## config.mk

```make
export PLATFORM = sky130hd
export DESIGN_NAME = tod_calendar
export DESIGN_NICKNAME = d
export VERILOG_FILES = /design/src/rtl/tod_pkg.sv /design/src/rtl/tod_wr_sync.sv /design/src/rtl/tod_time_ctr.sv /design/src/rtl/tod_date_ctr.sv /design/src/rtl/tod_calendar.sv
export SDC_FILE = /design/constraint.sdc
export NUM_CORES = 1
export LEC_CHECK = 0
export BUFFER_PORTS_ARGS = -buffer_cell sky130_fd_sc_hd__buf_2
export CAP_MARGIN = 10
export CORE_ASPECT_RATIO = 0.6
export CORE_MARGIN = 2
export CORE_UTILIZATION = 59
export DETAILED_ROUTE_END_ITERATION = 10
export PLACE_DENSITY = 0.87
export SLEW_MARGIN = 20
export SYNTH_ARGS = -nofsm -noshare
export SYNTH_HDL_FRONTEND = slang
export SYNTH_SLANG_ARGS = --single-unit
```

## constraint.sdc

```tcl
create_clock -name clk -period 7.7 [get_ports clk]
set_input_delay 0.77 -clock clk [delete_from_list [all_inputs] [get_ports clk]]
set_output_delay 0.77 -clock clk [all_outputs]
set_load 0.1 [all_outputs]
```

## src/rtl/tod_pkg.sv

```systemverilog
package tod_pkg;

  typedef struct packed {
    logic [4:0] hr;
    logic [5:0] mn;
    logic [5:0] sc;
  } hms_t;

  localparam int HMS_W = $bits(hms_t);

  function automatic logic [4:0] month_last_day(input logic [3:0] mon, input logic leap);
    case (mon)
      4'd2:                      return leap ? 5'd29 : 5'd28;
      4'd4, 4'd6, 4'd9, 4'd11:   return 5'd30;
      default:                   return 5'd31;
    endcase
  endfunction

  function automatic logic gregorian_leap(input int unsigned yr);
    return ((yr % 4) == 0) && (((yr % 100) != 0) || ((yr % 400) == 0));
  endfunction

  function automatic logic [31:0] pack_hms(input hms_t t);
    logic [31:0] w;
    w = '0;
    w[5:0]   = t.sc;
    w[13:8]  = t.mn;
    w[20:16] = t.hr;
    return w;
  endfunction

  function automatic hms_t unpack_hms(input logic [31:0] w);
    hms_t t;
    t.sc = w[5:0];
    t.mn = w[13:8];
    t.hr = w[20:16];
    return t;
  endfunction

endpackage

```

## src/rtl/tod_wr_sync.sv

```systemverilog
module tod_wr_sync #(
  parameter int W = 8
) (
  input  logic         clk,
  input  logic         rst_n,
  input  logic         tick_i,
  input  logic         wr_i,
  input  logic [W-1:0] wdata_i,
  output logic         busy_o,
  output logic         load_o,
  output logic [W-1:0] ldata_o
);

  logic [W-1:0] park_q;

  always_ff @(posedge clk) begin
    if (!rst_n) begin
      busy_o <= 1'b0;
      park_q <= '0;
    end else if (wr_i) begin
      busy_o <= 1'b1;
      park_q <= wdata_i;
    end else if (tick_i) begin
      busy_o <= 1'b0;
    end
  end

  assign load_o  = tick_i & busy_o;
  assign ldata_o = park_q;

  // R4 / R5 busy handshake
  a_r4_r5_set_on_write: assert property (@(posedge clk) disable iff (!rst_n)
    wr_i |=> busy_o);
  a_r4_r5_hold_until_tick: assert property (@(posedge clk) disable iff (!rst_n)
    (busy_o && !tick_i) |=> busy_o);
  a_r4_r5_clear_after_load: assert property (@(posedge clk) disable iff (!rst_n)
    (busy_o && tick_i && !wr_i) |=> !busy_o);
  a_r6_idle_no_load: assert property (@(posedge clk) disable iff (!rst_n)
    !busy_o |-> !load_o);

endmodule

```

## src/rtl/tod_time_ctr.sv

```systemverilog
module tod_time_ctr
  import tod_pkg::*;
(
  input  logic clk,
  input  logic rst_n,
  input  logic step_i,
  input  logic load_i,
  input  hms_t ldata_i,
  output hms_t hms_o,
  output logic day_carry_o
);

  hms_t hms_q, hms_n;
  logic sc_wrap, mn_wrap, hr_wrap;

  assign sc_wrap = (hms_q.sc >= 6'd59);
  assign mn_wrap = (hms_q.mn >= 6'd59);
  assign hr_wrap = (hms_q.hr >= 5'd23);

  always_comb begin
    hms_n = hms_q;
    if (load_i) begin
      hms_n = ldata_i;
    end else if (step_i) begin
      if (sc_wrap) begin
        hms_n.sc = '0;
        if (mn_wrap) begin
          hms_n.mn = '0;
          if (hr_wrap) hms_n.hr = '0;
          else         hms_n.hr = hms_q.hr + 5'd1;
        end else begin
          hms_n.mn = hms_q.mn + 6'd1;
        end
      end else begin
        hms_n.sc = hms_q.sc + 6'd1;
      end
    end
  end

  always_ff @(posedge clk) begin
    if (!rst_n) hms_q <= '0;
    else        hms_q <= hms_n;
  end

  assign hms_o       = hms_q;
  assign day_carry_o = step_i & sc_wrap & mn_wrap & hr_wrap;

  a_r10_time_stable: assert property (@(posedge clk) disable iff (!rst_n)
    (!step_i && !load_i) |=> $stable(hms_q));
  a_r7_sec_wrap: assert property (@(posedge clk) disable iff (!rst_n)
    (step_i && !load_i && hms_q.sc == 6'd59) |=> (hms_q.sc == 6'd0));
  a_r7_sec_count: assert property (@(posedge clk) disable iff (!rst_n)
    (step_i && !load_i && hms_q.sc < 6'd59) |=> (hms_q.sc == $past(hms_q.sc) + 6'd1));

endmodule

```

## src/rtl/tod_date_ctr.sv

```systemverilog
module tod_date_ctr
  import tod_pkg::*;
#(
  parameter int YEAR_W    = 6,
  parameter int BASE_YEAR = 2010
) (
  input  logic              clk,
  input  logic              rst_n,
  input  logic              step_i,
  input  logic              load_i,
  input  logic [4:0]        ld_day_i,
  input  logic [3:0]        ld_mon_i,
  input  logic [YEAR_W-1:0] ld_yr_i,
  input  logic              ld_leap_i,
  output logic [4:0]        day_o,
  output logic [3:0]        mon_o,
  output logic [YEAR_W-1:0] yr_o,
  output logic              leap_o
);

  logic [4:0]        day_q, day_n;
  logic [3:0]        mon_q, mon_n;
  logic [YEAR_W-1:0] yr_q, yr_n, yr_inc;
  logic              leap_q, leap_n;
  logic              month_end, year_end;

  assign month_end = (day_q >= month_last_day(mon_q, leap_q));
  assign year_end  = (mon_q >= 4'd12);
  assign yr_inc    = yr_q + 1'b1;

  always_comb begin
    day_n  = day_q;
    mon_n  = mon_q;
    yr_n   = yr_q;
    leap_n = leap_q;
    if (load_i) begin
      day_n  = ld_day_i;
      mon_n  = ld_mon_i;
      yr_n   = ld_yr_i;
      leap_n = ld_leap_i;
    end else if (step_i) begin
      if (month_end) begin
        day_n = 5'd1;
        if (year_end) begin
          mon_n  = 4'd1;
          yr_n   = yr_inc;
          leap_n = gregorian_leap(BASE_YEAR + int'(yr_inc));
        end else begin
          mon_n = mon_q + 4'd1;
        end
      end else begin
        day_n = day_q + 5'd1;
      end
    end
  end

  always_ff @(posedge clk) begin
    if (!rst_n) begin
      day_q  <= 5'd1;
      mon_q  <= 4'd1;
      yr_q   <= '0;
      leap_q <= 1'b0;
    end else begin
      day_q  <= day_n;
      mon_q  <= mon_n;
      yr_q   <= yr_n;
      leap_q <= leap_n;
    end
  end

  assign day_o  = day_q;
  assign mon_o  = mon_q;
  assign yr_o   = yr_q;
  assign leap_o = leap_q;

  a_r10_date_stable: assert property (@(posedge clk) disable iff (!rst_n)
    (!step_i && !load_i) |=> ($stable(day_q) && $stable(mon_q) && $stable(yr_q)));
  a_r8_month_end_restarts: assert property (@(posedge clk) disable iff (!rst_n)
    (step_i && !load_i && month_end) |=> (day_q == 5'd1));
  a_r9_year_advance: assert property (@(posedge clk) disable iff (!rst_n)
    (step_i && !load_i && month_end && year_end) |=>
      (mon_q == 4'd1 && yr_q == $past(yr_q) + 1'b1));

endmodule

```

## src/rtl/tod_calendar.sv

```systemverilog
module tod_calendar
  import tod_pkg::*;
#(
  parameter int YEAR_W    = 6,
  parameter int BASE_YEAR = 2010
) (
  input  logic        clk,
  input  logic        rst_n,
  input  logic        tick,
  input  logic        wr_en,
  input  logic [1:0]  addr,
  input  logic [31:0] wdata,
  output logic [31:0] rdata
);

  localparam int          LEAP_BIT   = 16 + YEAR_W;
  localparam int          DATE_W     = 5 + 4 + YEAR_W + 1;
  localparam int          TIME_BUSY  = 8;
  localparam int          DATE_BUSY  = 7;
  localparam logic [1:0]  A_CTRL     = 2'd0;
  localparam logic [1:0]  A_DATE     = 2'd1;
  localparam logic [1:0]  A_TIME     = 2'd2;

  // Write decode
  logic wr_time, wr_date;
  assign wr_time = wr_en && (addr == A_TIME);
  assign wr_date = wr_en && (addr == A_DATE);

  // Extracted write fields
  hms_t              wtime;
  logic [DATE_W-1:0] wdate;
  logic              wdata_unused;
  assign wtime        = unpack_hms(wdata);
  assign wdate        = {wdata[LEAP_BIT], wdata[16 +: YEAR_W], wdata[11:8], wdata[4:0]};
  assign wdata_unused = ^wdata;

  // Pending-write handshakes
  logic              busy_t, busy_d, load_t, load_d;
  logic [HMS_W-1:0]  park_t;
  logic [DATE_W-1:0] park_d;

  tod_wr_sync #(.W(HMS_W)) u_sync_time (
    .clk     (clk),
    .rst_n   (rst_n),
    .tick_i  (tick),
    .wr_i    (wr_time),
    .wdata_i (wtime),
    .busy_o  (busy_t),
    .load_o  (load_t),
    .ldata_o (park_t)
  );

  tod_wr_sync #(.W(DATE_W)) u_sync_date (
    .clk     (clk),
    .rst_n   (rst_n),
    .tick_i  (tick),
    .wr_i    (wr_date),
    .wdata_i (wdate),
    .busy_o  (busy_d),
    .load_o  (load_d),
    .ldata_o (park_d)
  );

  // Counting happens only on ticks with nothing pending
  logic step_time;
  assign step_time = tick && !busy_t && !busy_d;

  hms_t hms;
  logic day_carry;

  tod_time_ctr u_time (
    .clk         (clk),
    .rst_n       (rst_n),
    .step_i      (step_time),
    .load_i      (load_t),
    .ldata_i     (hms_t'(park_t)),
    .hms_o       (hms),
    .day_carry_o (day_carry)
  );

  logic [4:0]        day;
  logic [3:0]        mon;
  logic [YEAR_W-1:0] yr;
  logic              leap;

  tod_date_ctr #(.YEAR_W(YEAR_W), .BASE_YEAR(BASE_YEAR)) u_date (
    .clk       (clk),
    .rst_n     (rst_n),
    .step_i    (day_carry),
    .load_i    (load_d),
    .ld_day_i  (park_d[4:0]),
    .ld_mon_i  (park_d[8:5]),
    .ld_yr_i   (park_d[9 +: YEAR_W]),
    .ld_leap_i (park_d[DATE_W-1]),
    .day_o     (day),
    .mon_o     (mon),
    .yr_o      (yr),
    .leap_o    (leap)
  );

  // Read mux
  logic [31:0] rd_ctrl, rd_date;
  always_comb begin
    rd_ctrl            = '0;
    rd_ctrl[TIME_BUSY] = busy_t;
    rd_ctrl[DATE_BUSY] = busy_d;
    rd_date                 = '0;
    rd_date[4:0]            = day;
    rd_date[11:8]           = mon;
    rd_date[16 +: YEAR_W]   = yr;
    rd_date[LEAP_BIT]       = leap;
  end

  always_comb begin
    case (addr)
      A_CTRL:  rdata = rd_ctrl;
      A_DATE:  rdata = rd_date;
      A_TIME:  rdata = pack_hms(hms);
      default: rdata = '0;
    endcase
  end

  a_r6_date_pending_freezes_time: assert property (@(posedge clk) disable iff (!rst_n)
    (tick && busy_d && !busy_t) |=> $stable(hms));
  a_r6_carry_only_on_tick: assert property (@(posedge clk) disable iff (!rst_n)
    day_carry |-> (tick && !busy_t && !busy_d));
  a_r6_time_pending_freezes_date: assert property (@(posedge clk) disable iff (!rst_n)
    (tick && busy_t && !busy_d) |=> ($stable(day) && $stable(mon) && $stable(yr)));

endmodule

```

==> flow_metrics.env, run 1 <==
export IMPL_status="complete, no violations"
export IMPL_io_pins=70
export IMPL_yosys_warnings=0
export IMPL_avgSynthCellArea_um2=7.563
export IMPL_dpl_hpwl_um=10010
export IMPL_rsz0062_at_grt="no"
export IMPL_slew_violations=0
export IMPL_end_kind="register"
export IMPL_start_util_pct=60.18
export IMPL_peakVddDrop_v=0.0001609
export IMPL_cp_cell_sequence="ha_1, xnor2_1, inv_1, ha_1, nor3_2, nor2_1, ha_1, inv_1, nand4_1, o21ai_1, and2_1, o21bai_2, nand4_2, a21oi_1, a32o_1, a21o_1, nand2_2, o31ai_1, o22ai_1, o21ba_2, o211ai_1, o311a_1"
export IMPL_dr_pass1_iters=6
export IMPL_die_area_um2=9410
export IMPL_drc=0
export IMPL_post_cts_resized=0
export IMPL_cts_sinks=68
export IMPL_synth_edf_count=0
export IMPL_hold_viol_final=0
export IMPL_max_freq_mhz=155.5
export IMPL_drive_above_1_share_pct=14.47
export IMPL_diodes=0
export IMPL_final_cell_mix="nand2_1 (116), a21oi_1 (71), dfxtp_1 (68)"
export IMPL_first_global_vias=4724
export IMPL_dieWidth_um=123.9
export IMPL_syn_area_um2=5090
export IMPL_tns_ns=0
export IMPL_timing_slew_headroom_pct=32.81
export IMPL_netSwitchingFraction_pct=28.33
export IMPL_clkPwrFrac_pct=46.7
export IMPL_h_tree_depth=3
export IMPL_worst_pin_slew_ns=1.006
export IMPL_post_route_min_period_ns=6.431
export IMPL_place_congestion=0.8983
export IMPL_async_flop_share_pct=0
export IMPL_setup_viol=0
export IMPL_dp_cells=794
export IMPL_crit_family="compound AO/OA/AOI/OAI gates"
export IMPL_postCtsHoldBufs=0
export IMPL_num_vias=5231
export IMPL_coreArea_um2=8458
export IMPL_switching_power_uw=239.3
export IMPL_cp_num_buf_inv=2
export IMPL_grt_use_total_pct=30.23
export IMPL_synth_distinct_cells=92
export IMPL_die_h_um=75.95
export IMPL_num_fill_cells=704
export IMPL_cp_arrival_ns=6.66
export IMPL_slowest_delay_ns=0.71
export IMPL_clock_root_buffer="clkbuf_16"
export IMPL_num_nets_final=751
export IMPL_critPathKind="register to register"
export IMPL_drtIter0Drc=577
export IMPL_cts_tree="done"
export IMPL_cts_clk_slew_worst_paths_ns=0.06
export IMPL_synthFlopType="dfxtp_1"
export IMPL_required_ns=7.93
export IMPL_path_max_fanout=11
export IMPL_seq_power_share_pct=43.5
export IMPL_avgRoutedWirePerCell_um=17.35
export IMPL_finalWirelength_um=14050
export IMPL_grt_pass1_wl_um=22720
export IMPL_placement_rows=26
export IMPL_finClkSkew_ns=0.008039
export IMPL_clockBufferDepth=2
export IMPL_antenna_found_initial=0
export IMPL_clock_latency_ns=0.34
export IMPL_worstHoldPathType="register to register"
export IMPL_post_route_period_util_pct=83.52
export IMPL_crit_path_frequent_cell="ha_1"
export IMPL_ant_nets=0
export IMPL_syn_to_final_growth_pct=8.751
export IMPL_power_internal_uw=605.2
export IMPL_grt_overflow=0
export IMPL_p_leak_nw=2.177
export IMPL_ys_ff_latch=68
export IMPL_fin_cells=810
export IMPL_synthCells=673
export IMPL_critical_path_slowest_cell="a21oi_1"
export IMPL_maxCapViolCount=0
export IMPL_synth_seq_area_share_pct=26.75
export IMPL_io_buffers=44
export IMPL_final_common_cell="nand2_1"
export IMPL_p_per_area_nw_per_um2=152.6
export IMPL_grt_start_max_net_pins=60
export IMPL_via_per_inst=6.458
export IMPL_critPathLaunchType="register"
export IMPL_cts_buffers=9
export IMPL_postCtsSetupBuffers=0
export IMPL_p_comb_share_pct=9.9
[layer usage]
| metal | global-route usage, % | share of wire, % | wire, µm | up-vias |
|---|---|---|---|---|
| met3 | 7.756 | 10 | 1468 | 34 |
| met5 | 0 | 0 | 0 | - |
| met1 | 44.53 | 46 | 6450 | 2419 |
| li1 | - | - | - | 2446 |
| met2 | 43.02 | 42 | 5861 | 332 |
| met4 | 9.101 | 1.9 | 270 | 0 |
[worst register-to-register path, cell delays in order (launching register included)]
cell and delay (ns):
dfxtp_1 0.55, ha_1 0.36, xnor2_1 0.26, inv_1 0.14, ha_1 0.35, nor3_2 0.35, nor2_1 0.08, ha_1 0.33
inv_1 0.10, nand4_1 0.08, o21ai_1 0.41, and2_1 0.36, o21bai_2 0.19, nand4_2 0.19, a21oi_1 0.71, a32o_1 0.31
a21o_1 0.20, nand2_2 0.11, o31ai_1 0.38, o22ai_1 0.17, o21ba_2 0.26, o211ai_1 0.08, o311a_1 0.35
[through the flow]
| step | util (%) | hold WS (ns) | setup WS [ns] | power (mW) | area, µm² |
|---|---|---|---|---|---|
| after floorplan | - | 0.4322 | 2.089 | 0.4410 | 5131 |
| after detailed placement | 62.04 | 0.4480 | 1.450 | 0.4555 | 5248 |
| after CTS | 65.44 | 0.4557 | 1.434 | 0.8442 | 5535 |
| after global placement | 62.04 | 0.4422 | 1.602 | 0.4533 | 5248 |
| final | 65.44 | 0.4525 | 1.269 | 0.8445 | 5535 |
| after global routing | 65.44 | 0.4800 | 0.7337 | 0.8683 | 5535 |
[state kept, by name (all words and copies together), names as in the netlist, 4 cells and up]
signal	cells
u_sync_time.ldata_o	17
u_time.hms_o	17
u_sync_date.ldata_o	16
u_date.yr_o	6
u_date.day_o	5
u_date.mon_o	4
[cell usage after synthesis (all sizes together) (3+ instances only)]
| library cell | n | area [µm²] |
|---|---|---|
| nand2 | 118 | 452.9 |
| nor2b | 8 | 50.05 |
| a31oi | 15 | 93.84 |
| a221oi | 5 | 43.79 |
| o31ai | 3 | 22.52 |
| o22ai | 3 | 18.77 |
| a311oi | 3 | 26.28 |
| o2111a | 3 | 35.03 |
| mux2i | 3 | 33.78 |
| nor3 | 19 | 105.1 |
| a222oi | 3 | 30.03 |
| and3 | 11 | 73.82 |
| nor2 | 55 | 227.7 |
| and4 | 3 | 26.28 |
| and2 | 12 | 75.07 |
| a21oi | 72 | 364.1 |
| or3 | 3 | 18.77 |
| clkbuf | 26 | 101.4 |
| o221ai | 3 | 26.28 |
| or2 | 3 | 18.77 |
| a21boi | 3 | 22.52 |
| a211oi | 7 | 65.06 |
| buf | 22 | 157.7 |
| inv | 23 | 86.34 |
| xor2 | 3 | 33.79 |
| o2111ai | 4 | 35.03 |
| a21o | 5 | 37.54 |
| mux2 | 4 | 48.79 |
| dfxtp | 68 | 1361 |
| a32oi | 3 | 26.28 |
| nand4 | 4 | 31.28 |
| xnor2 | 19 | 237.7 |
| ha | 20 | 250.2 |
| a22o | 14 | 122.6 |
| nor3b | 3 | 22.52 |
| nand2b | 5 | 31.28 |
| nand3 | 22 | 145.1 |
| o211ai | 6 | 50.05 |
| a41oi | 3 | 26.28 |
| o21ai | 33 | 165.2 |
[final timing paths]
check / start / end / slack [ns] / depth (start not counted)
worst max register to register: u_date.yr_o[0]$_SDFFE_PN0P_ / u_date.leap_o$_SDFFE_PN0P_ / 1.27 / 22
worst min register to register: u_sync_time.ldata_o[15]$_SDFFE_PN0P_ / u_sync_time.ldata_o[15]$_SDFFE_PN0P_ / 0.45 / 2
worst min-delay path: u_sync_time.ldata_o[15]$_SDFFE_PN0P_ / u_sync_time.ldata_o[15]$_SDFFE_PN0P_ / 0.45 / 2
worst max-delay path: u_date.yr_o[0]$_SDFFE_PN0P_ / u_date.leap_o$_SDFFE_PN0P_ / 1.27 / 22
[cell families (layout without fill, tap and decap cells)]
| group | Yosys count | in the layout | synth area share [%] |
|---|---|---|---|
| adders and majority gates | 20 | 20 | 4.916 |
| and+or+nand+nor | 272 | 272 | 26.01 |
| muxes | 7 | 7 | 1.622 |
| other | 1 | 12 | 0.07368 |
| xor gates and xnor gates | 22 | 22 | 5.335 |
| AOI/OAI and AO/OA | 212 | 212 | 28.52 |
| buffers and inverters | 71 | 85 | 6.785 |
| DFF | 68 | 68 | 26.75 |
[power groups by stage]
stage | registers [mW] | clock network [mW] | logic [mW]
2_1_floorplan | 0.372 | 0 | 0.0688
3_3_place_gp | 0.374 | 0 | 0.0796
3_5_place_dp | 0.374 | 0 | 0.0813
4_1_cts | 0.367 | 0.396 | 0.0820
5_1_grt | 0.368 | 0.412 | 0.0889
6_report | 0.367 | 0.394 | 0.0833
[area by class of cell]
class | count | area (µm²) | share of cell area, %
tap | 112 | 140.1 | 2.532
inverter | 23 | 86.33 | 1.560
clock buffer | 10 | 239.0 | 4.317
timing repair buffer | 46 | 235.2 | 4.250
multi-input combinational | 545 | 3425 | 61.87
clock inverter | 6 | 48.80 | 0.8816
sequential | 68 | 1361 | 24.59
Power figures use the tool's default switching activity.
==> inputs of run 2 (changes only) <==
- ABC_AREA: unset -> 1
- CORE_UTILIZATION: 59 -> 58
- PLACE_DENSITY: 0.87 -> 0.86
- clock period: 7.7 -> 6.75 ns (I/O delays scaled with it)
==> run 2 against run 1 <==
  * Area after synthesis fell by 3.4%
  * Flip-flop and latch count unchanged
  * Combinational power up 20%
  * Die area is 1.7% lower
  * Cell count rose by 8.5%
  * Global-route usage grew 0.90 points
  * Clock power rose by 13%
  * Worst hold slack better by 0.00071 ns
  * Sequential power is 14% higher
==> flow_metrics.env, run 2 <==
export IMPL_clockBufferDepth=2
export IMPL_synth_xor_area_share_pct=3.359
export IMPL_p_total_uw=964.3
export IMPL_synth_compound_area_share_pct=16.69
export IMPL_slowest_delay_ns=0.48
export IMPL_power_internal_uw=708.1
export IMPL_place_congestion=0.9507
export IMPL_grt_pass1_wl_um=22470
export IMPL_num_vias=5170
export IMPL_synthMuxAreaShare_pct=0
export IMPL_drtIter0Drc=545
export IMPL_clock_root_buffer="clkbuf_16"
export IMPL_cp_arrival_ns=5.75
export IMPL_status="complete, no violations"
export IMPL_max_freq_mhz=180.9
export IMPL_tns_ns=0
export IMPL_cp_num_buf_inv=2
export IMPL_setup_viol=0
export IMPL_rr_startpoint="u_date.yr_o[0]$_SDFFE_PN0P_"
export IMPL_grt_use_total_pct=31.13
export IMPL_synth_seq_area_share_pct=27.68
export IMPL_rrSetupSlack_ns=1.22
export IMPL_rr_worst_depth=39
export IMPL_via_per_inst=5.882
export IMPL_critical_path_slowest_cell="dfxtp_1"
export IMPL_final_cell_mix="nand2_1 (182), inv_1 (77), dfxtp_1 (68)"
export IMPL_p_leak_nw=2.386
export IMPL_die_area_um2=9255
export IMPL_hold_path_end="u_sync_date.ldata_o[12]$_SDFFE_PN0P_"
export IMPL_clkPwrFrac_pct=46.3
export IMPL_critPathLaunchType="register"
export IMPL_hp_start="u_sync_date.ldata_o[12]$_SDFFE_PN0P_"
export IMPL_cts_buffers=9
export IMPL_placement_rows=25
export IMPL_cts_tree="done"
export IMPL_end_kind="register"
export IMPL_io_pins=70
export IMPL_diodes=0
export IMPL_synth_largest_area_cell="dfxtp_1"
export IMPL_synth_area_leaders="dfxtp_1 (28%), nand2_1 (14%), nand3_1 (6.2%)"
export IMPL_finalWirelength_um=13780
export IMPL_cts_sinks=68
export IMPL_grt_overflow=0
export IMPL_yosysMostFrequentCell="nand2_1"
export IMPL_netSwitchingFraction_pct=26.57
export IMPL_hold_viol_final=0
export IMPL_rr_endpoint="u_date.leap_o$_SDFFE_PN0P_"
export IMPL_synth_simple_area_share_pct=36.92
export IMPL_dpl_hpwl_um=9990
export IMPL_synth_top_family_by_area="simple AND/OR/NAND/NOR gates"
export IMPL_h_tree_depth=3
export IMPL_peakVddDrop_v=0.0002076
export IMPL_dr_pass1_iters=5
export IMPL_grt_start_max_net_pins=54
export IMPL_first_global_vias=4635
export IMPL_drc=0
export IMPL_netlist_area_leader_share_pct=27.68
export IMPL_required_ns=6.97
export IMPL_postCtsSetupBuffers=0
export IMPL_cts_clk_slew_worst_paths_ns=0.05
export IMPL_synth_edf_count=0
export IMPL_p_per_area_nw_per_um2=177.5
export IMPL_holdWs_ns=0.4532
export IMPL_worstHoldPathCells=2
export IMPL_antenna_found_initial=0
export IMPL_seq_power_share_pct=43.4
export IMPL_switching_power_uw=256.2
export IMPL_p_comb_share_pct=10.4
export IMPL_io_buffers=44
export IMPL_post_route_min_period_ns=5.529
export IMPL_ant_nets=0
export IMPL_drive_above_1_share_pct=16.08
export IMPL_avgRoutedWirePerCell_um=15.68
export IMPL_post_cts_resized=0
export IMPL_postCtsHoldBufs=0
export IMPL_dieWidth_um=122.9
export IMPL_synth_commonest_cells="nand2_1 (182), inv_1 (77), dfxtp_1 (68)"
export IMPL_synthCells=733
export IMPL_clock_latency_ns=0.34
export IMPL_path_max_fanout=7
export IMPL_die_h_um=75.32
export IMPL_avgSynthCellArea_um2=6.708
export IMPL_crit_family="simple AND/OR/NAND/NOR gates"
export IMPL_final_common_cell="nand2_1"
export IMPL_rsz0062_at_grt="no"
export IMPL_worst_pin_slew_ns=0.9431
export IMPL_async_flop_share_pct=0
export IMPL_coreArea_um2=8039
export IMPL_finClkSkew_ns=0.005258
export IMPL_syn_to_final_growth_pct=10.51
export IMPL_timing_slew_headroom_pct=36.55
export IMPL_synthFlopType="dfxtp_1"
export IMPL_post_route_period_util_pct=81.91
export IMPL_ys_ff_latch=68
export IMPL_num_nets_final=824
export IMPL_yosys_warnings=0
export IMPL_start_util_pct=61.17
export IMPL_synthAdderAreaFrac_pct=5.089
export IMPL_fin_util_pct=67.60
export IMPL_worstHoldPathType="register to register"
export IMPL_synth_distinct_cells=48
export IMPL_syn_area_um2=4917
export IMPL_critPathKind="register to register"
export IMPL_maxCapViolCount=0
export IMPL_slew_violations=0
export IMPL_crit_path_frequent_cell="nand2_1"
-- run 2: cell count changes after synthesis, sizes merged, moves of 14 or more --
cell	change
nand3	+51
inv	+61
nand4	+15
xnor2	-14
nand2	+88
a21oi	-15
-- run 2: cell families after synthesis --
kind of cell / Yosys count
AO/OA/AOI/OAI: 140
XOR/XNOR: 18
adder cells (fa/ha/maj): 20
buffers and inverters: 121
flip-flops: 68
other: 1
AND/OR/NAND/NOR: 365
-- run 2: power by group through the flow --
stage          Sequential [mW]  Clock (mW)  Combinational [mW]
6_report                 0.418       0.446              0.0999
5_1_grt                  0.419       0.461               0.106
4_1_cts                  0.418       0.445              0.0974
3_5_place_dp             0.426           0              0.0968
3_3_place_gp             0.426           0              0.0947
2_1_floorplan            0.424           0              0.0804
-- run 2: metrics by stage --
stage,instances,worst slack (ns),cell area (µm²)
floorplan,744,2.229,4959
global placement,863,1.603,5151
detailed placement,863,1.365,5151
CTS,879,1.340,5434
global route,879,0.8782,5434
finish,879,1.221,5434
-- run 2: cell type report --
type,instances,area (µm²)
Clock buffer,15,277.8
Clock inverter,1,5.005
Fill cell,644,2605
Inverter,86,322.8
Multi-Input combinational cell,555,3097
Sequential cell,68,1361
Tap cell,108,135.1
Timing Repair Buffer,46,235.2
-- run 2: worst register-to-register path: cells and delay by family (launching register included) --
family / cells / cell delay, ns
AND/OR/NAND/NOR: 33 / 3.78
flip-flops: 1 / 0.48
adder cells (fa/ha/maj): 3 / 0.80
buffers and inverters: 2 / 0.24
AO/OA/AOI/OAI: 1 / 0.08
-- run 2: layer usage --
metal / vias to the layer above / share of wire [%] / GRT usage, %
met5: - / 0 / 0
met4: 0 / 1.3 / 8.429
met3: 29 / 12 / 10.10
met2: 265 / 40 / 45.24
met1: 2383 / 47 / 44.38
li1: 2493 / - / -
-- run 2: how the worst max path moves through the flow --
stage / from / to / slack [ns] / cells past startpoint
final: u_date.yr_o[0]$_SDFFE_PN0P_ / u_date.leap_o$_SDFFE_PN0P_ / 1.22 / 39
after global routing: u_date.yr_o[0]$_SDFFE_PN0P_ / u_date.leap_o$_SDFFE_PN0P_ / 0.88 / 39
after CTS: u_date.yr_o[0]$_SDFFE_PN0P_ / u_date.leap_o$_SDFFE_PN0P_ / 1.34 / 39
after detailed placement: u_date.yr_o[0]$_SDFFE_PN0P_ / u_date.leap_o$_SDFFE_PN0P_ / 1.36 / 39
after global placement: u_date.yr_o[0]$_SDFFE_PN0P_ / u_date.leap_o$_SDFFE_PN0P_ / 1.60 / 39
after floorplan: u_date.yr_o[0]$_SDFFE_PN0P_ / u_date.leap_o$_SDFFE_PN0P_ / 2.23 / 37
==> inputs of run 3 (changes only) <==
- ABC_AREA: 1 -> 0
- CORE_UTILIZATION: 58 -> 53
- PLACE_DENSITY: 0.86 -> 0.82
- clock period: 6.75 -> 4.5 ns (I/O delays scaled with it)
==> run 3 against run 2 <==
  * The run now ends with negative setup slack left
  * Flip-flop and latch count did not move
  * Global-route usage rose by 0.44 points
  * Sequential power rose by 50%
  * Register-to-register slack got worse by 1.7 ns
  * First-iteration DRC count fell by 4.8%
  * Critical path depth fell by 15
  * Routed wire length rose by 19%
==> flow_metrics.env, run 3 (synthesis gave the netlist of run 1 again) <==
export IMPL_status="complete, but fails checks"
export IMPL_violations="negative setup slack"
export IMPL_fin_cells=931
export IMPL_cts_tree="done"
export IMPL_avgRoutedWirePerCell_um=17.62
export IMPL_dr_pass1_iters=7
export IMPL_final_area_um2=6723
export IMPL_cts_buffers=9
export IMPL_p_total_mw=1.489
export IMPL_clock_root_buffer="clkbuf_16"
export IMPL_pre_cts_ws_ns=-0.6147
export IMPL_p_per_area_nw_per_um2=221.5
export IMPL_cp_arrival_ns=5.16
export IMPL_fin_ws_ns=-0.4303
export IMPL_finClkSkew_ns=0.007047
export IMPL_placement_rows=27
export IMPL_dp_cells=905
export IMPL_die_area_um2=10430
export IMPL_post_route_min_period_ns=4.930
export IMPL_grt_use_total_pct=31.58
export IMPL_finalWirelength_um=16410
export IMPL_switching_power_uw=388.0
export IMPL_clkPwrFrac_pct=48.2
export IMPL_p_leak_nw=2.762
export IMPL_max_freq_mhz=202.8
export IMPL_peakVddDrop_v=0.0002851
export IMPL_grt_pass1_wl_um=25880
export IMPL_netSwitchingFraction_pct=26.06
export IMPL_num_vias=5715
export IMPL_post_route_period_util_pct=109.6
export IMPL_clockBufferDepth=2
export IMPL_io_buffers=44
export IMPL_coreArea_um2=9256
export IMPL_drc=0
export IMPL_worst_pin_slew_ns=1.000
export IMPL_cts_sinks=68
export IMPL_worstHoldPathType="input port to register"
export IMPL_clock_latency_ns=0.34
export IMPL_tns_ns=-0.4303
export IMPL_first_global_vias=5172
export IMPL_ant_nets=0
export IMPL_diodes=0
export IMPL_io_pins=70
export IMPL_dpl_hpwl_um=12010
export IMPL_place_congestion=0.9923
export IMPL_antenna_found_initial=0
export IMPL_cts_clk_slew_worst_paths_ns=0.06
export IMPL_num_nets_final=854
export IMPL_slew_violations=0
export IMPL_path_max_fanout=8
export IMPL_required_ns=4.73
export IMPL_drive_above_1_share_pct=30.34
export IMPL_rsz0062_at_grt="yes"
export IMPL_h_tree_depth=3
export IMPL_drtIter0Drc=519
export IMPL_final_cell_mix="nand2_1 (115), buf_4 (102), a21oi_1 (70)"
export IMPL_timing_slew_headroom_pct=33.21
export IMPL_setup_viol=1
export IMPL_syn_to_final_growth_pct=32.08
export IMPL_dieWidth_um=130.5
export IMPL_via_per_inst=6.139
export IMPL_place_area_um2=6113
export IMPL_hold_viol_final=0
export IMPL_critPathKind="register to register"
export IMPL_seq_power_share_pct=42.1
export IMPL_power_internal_mw=1.101
export IMPL_p_comb_share_pct=9.7
export IMPL_die_h_um=79.91
export IMPL_maxCapViolCount=0
export IMPL_end_kind="register"
export IMPL_start_util_pct=54.99
export IMPL_critPathLaunchType="register"
export IMPL_final_common_cell="nand2_1"
export IMPL_grt_overflow=0
export IMPL_grt_start_max_net_pins=60
-- run 3: final timing paths --
check,startpoint,endpoint,slack [ns],cells past startpoint
worst min register to register,u_sync_date.ldata_o[5]$_SDFFE_PN0P_,u_sync_date.ldata_o[5]$_SDFFE_PN0P_,0.45,2
worst max register to register,u_date.yr_o[0]$_SDFFE_PN0P_,u_date.leap_o$_SDFFE_PN0P_,-0.43,24
worst min-delay path,wdata[22],u_sync_date.ldata_o[15]$_SDFFE_PN0P_,0.35,3
worst max-delay path,u_date.yr_o[0]$_SDFFE_PN0P_,u_date.leap_o$_SDFFE_PN0P_,-0.43,24
-- run 3: layer usage --
metal / vias to the layer above / GRT usage [%] / wire (µm)
li1: 2649 / - / -
met1: 2695 / 45.91 / 7459
met2: 339 / 46.93 / 7050
met3: 32 / 7.976 / 1692
met4: 0 / 6.489 / 204
met5: - / 0 / 0
-- run 3: what timing repair did --
item | 4_1_cts | 5_1_grt
gates resized for setup | 31 | 11
pin swaps | 20 | 10
setup endpoints to repair | 1 | 1
hold buffers | 0 | 0
buffers inserted | 9 | 1
-- run 3: final cells by class --
class | count | area (µm²)
Fill cell | 700 | 2534
Multi-Input combinational cell | 545 | 3770
Tap cell | 130 | 162.7
Clock buffer | 12 | 256.5
Inverter | 23 | 86.33
Timing Repair Buffer | 149 | 1028
Sequential cell | 68 | 1371
Clock inverter | 4 | 47.55
-- run 3: stage by stage --
step | utilization, % | hold slack, ns
after detailed placement | 66.04 | 0.4432
after CTS | 71.82 | 0.3512
final | 72.63 | 0.3533
after floorplan | - | 0.4218
after global placement | 66.04 | 0.4421
after global routing | 72.63 | 0.3545
-- run 3: critical path: stages (launching register included) --
cell and delay, ns:
dfxtp_4 0.37, ha_4 0.20, xnor2_4 0.15, inv_2 0.08, ha_4 0.14, buf_4 0.16
inv_1 0.09, o2111ai_1 0.20, o211a_1 0.36, o21ai_2 0.12, buf_4 0.17, buf_4 0.14
a311oi_4 0.29, mux2i_4 0.16, xnor2_4 0.22, xnor2_1 0.10, a31o_2 0.27, a21o_1 0.21
buf_4 0.16, a31oi_2 0.24, xnor2_2 0.15, a22o_1 0.24, a21boi_1 0.13, o211ai_1 0.12
o311a_1 0.36
-- run 3: power by group through the flow --
stage	clock network [mW]	logic (mW)	registers (mW)
floorplan	0	0.118	0.636
global route	0.744	0.152	0.628
CTS	0.718	0.142	0.626
detailed placement	0	0.140	0.639
global placement	0	0.137	0.638
finish	0.718	0.144	0.627
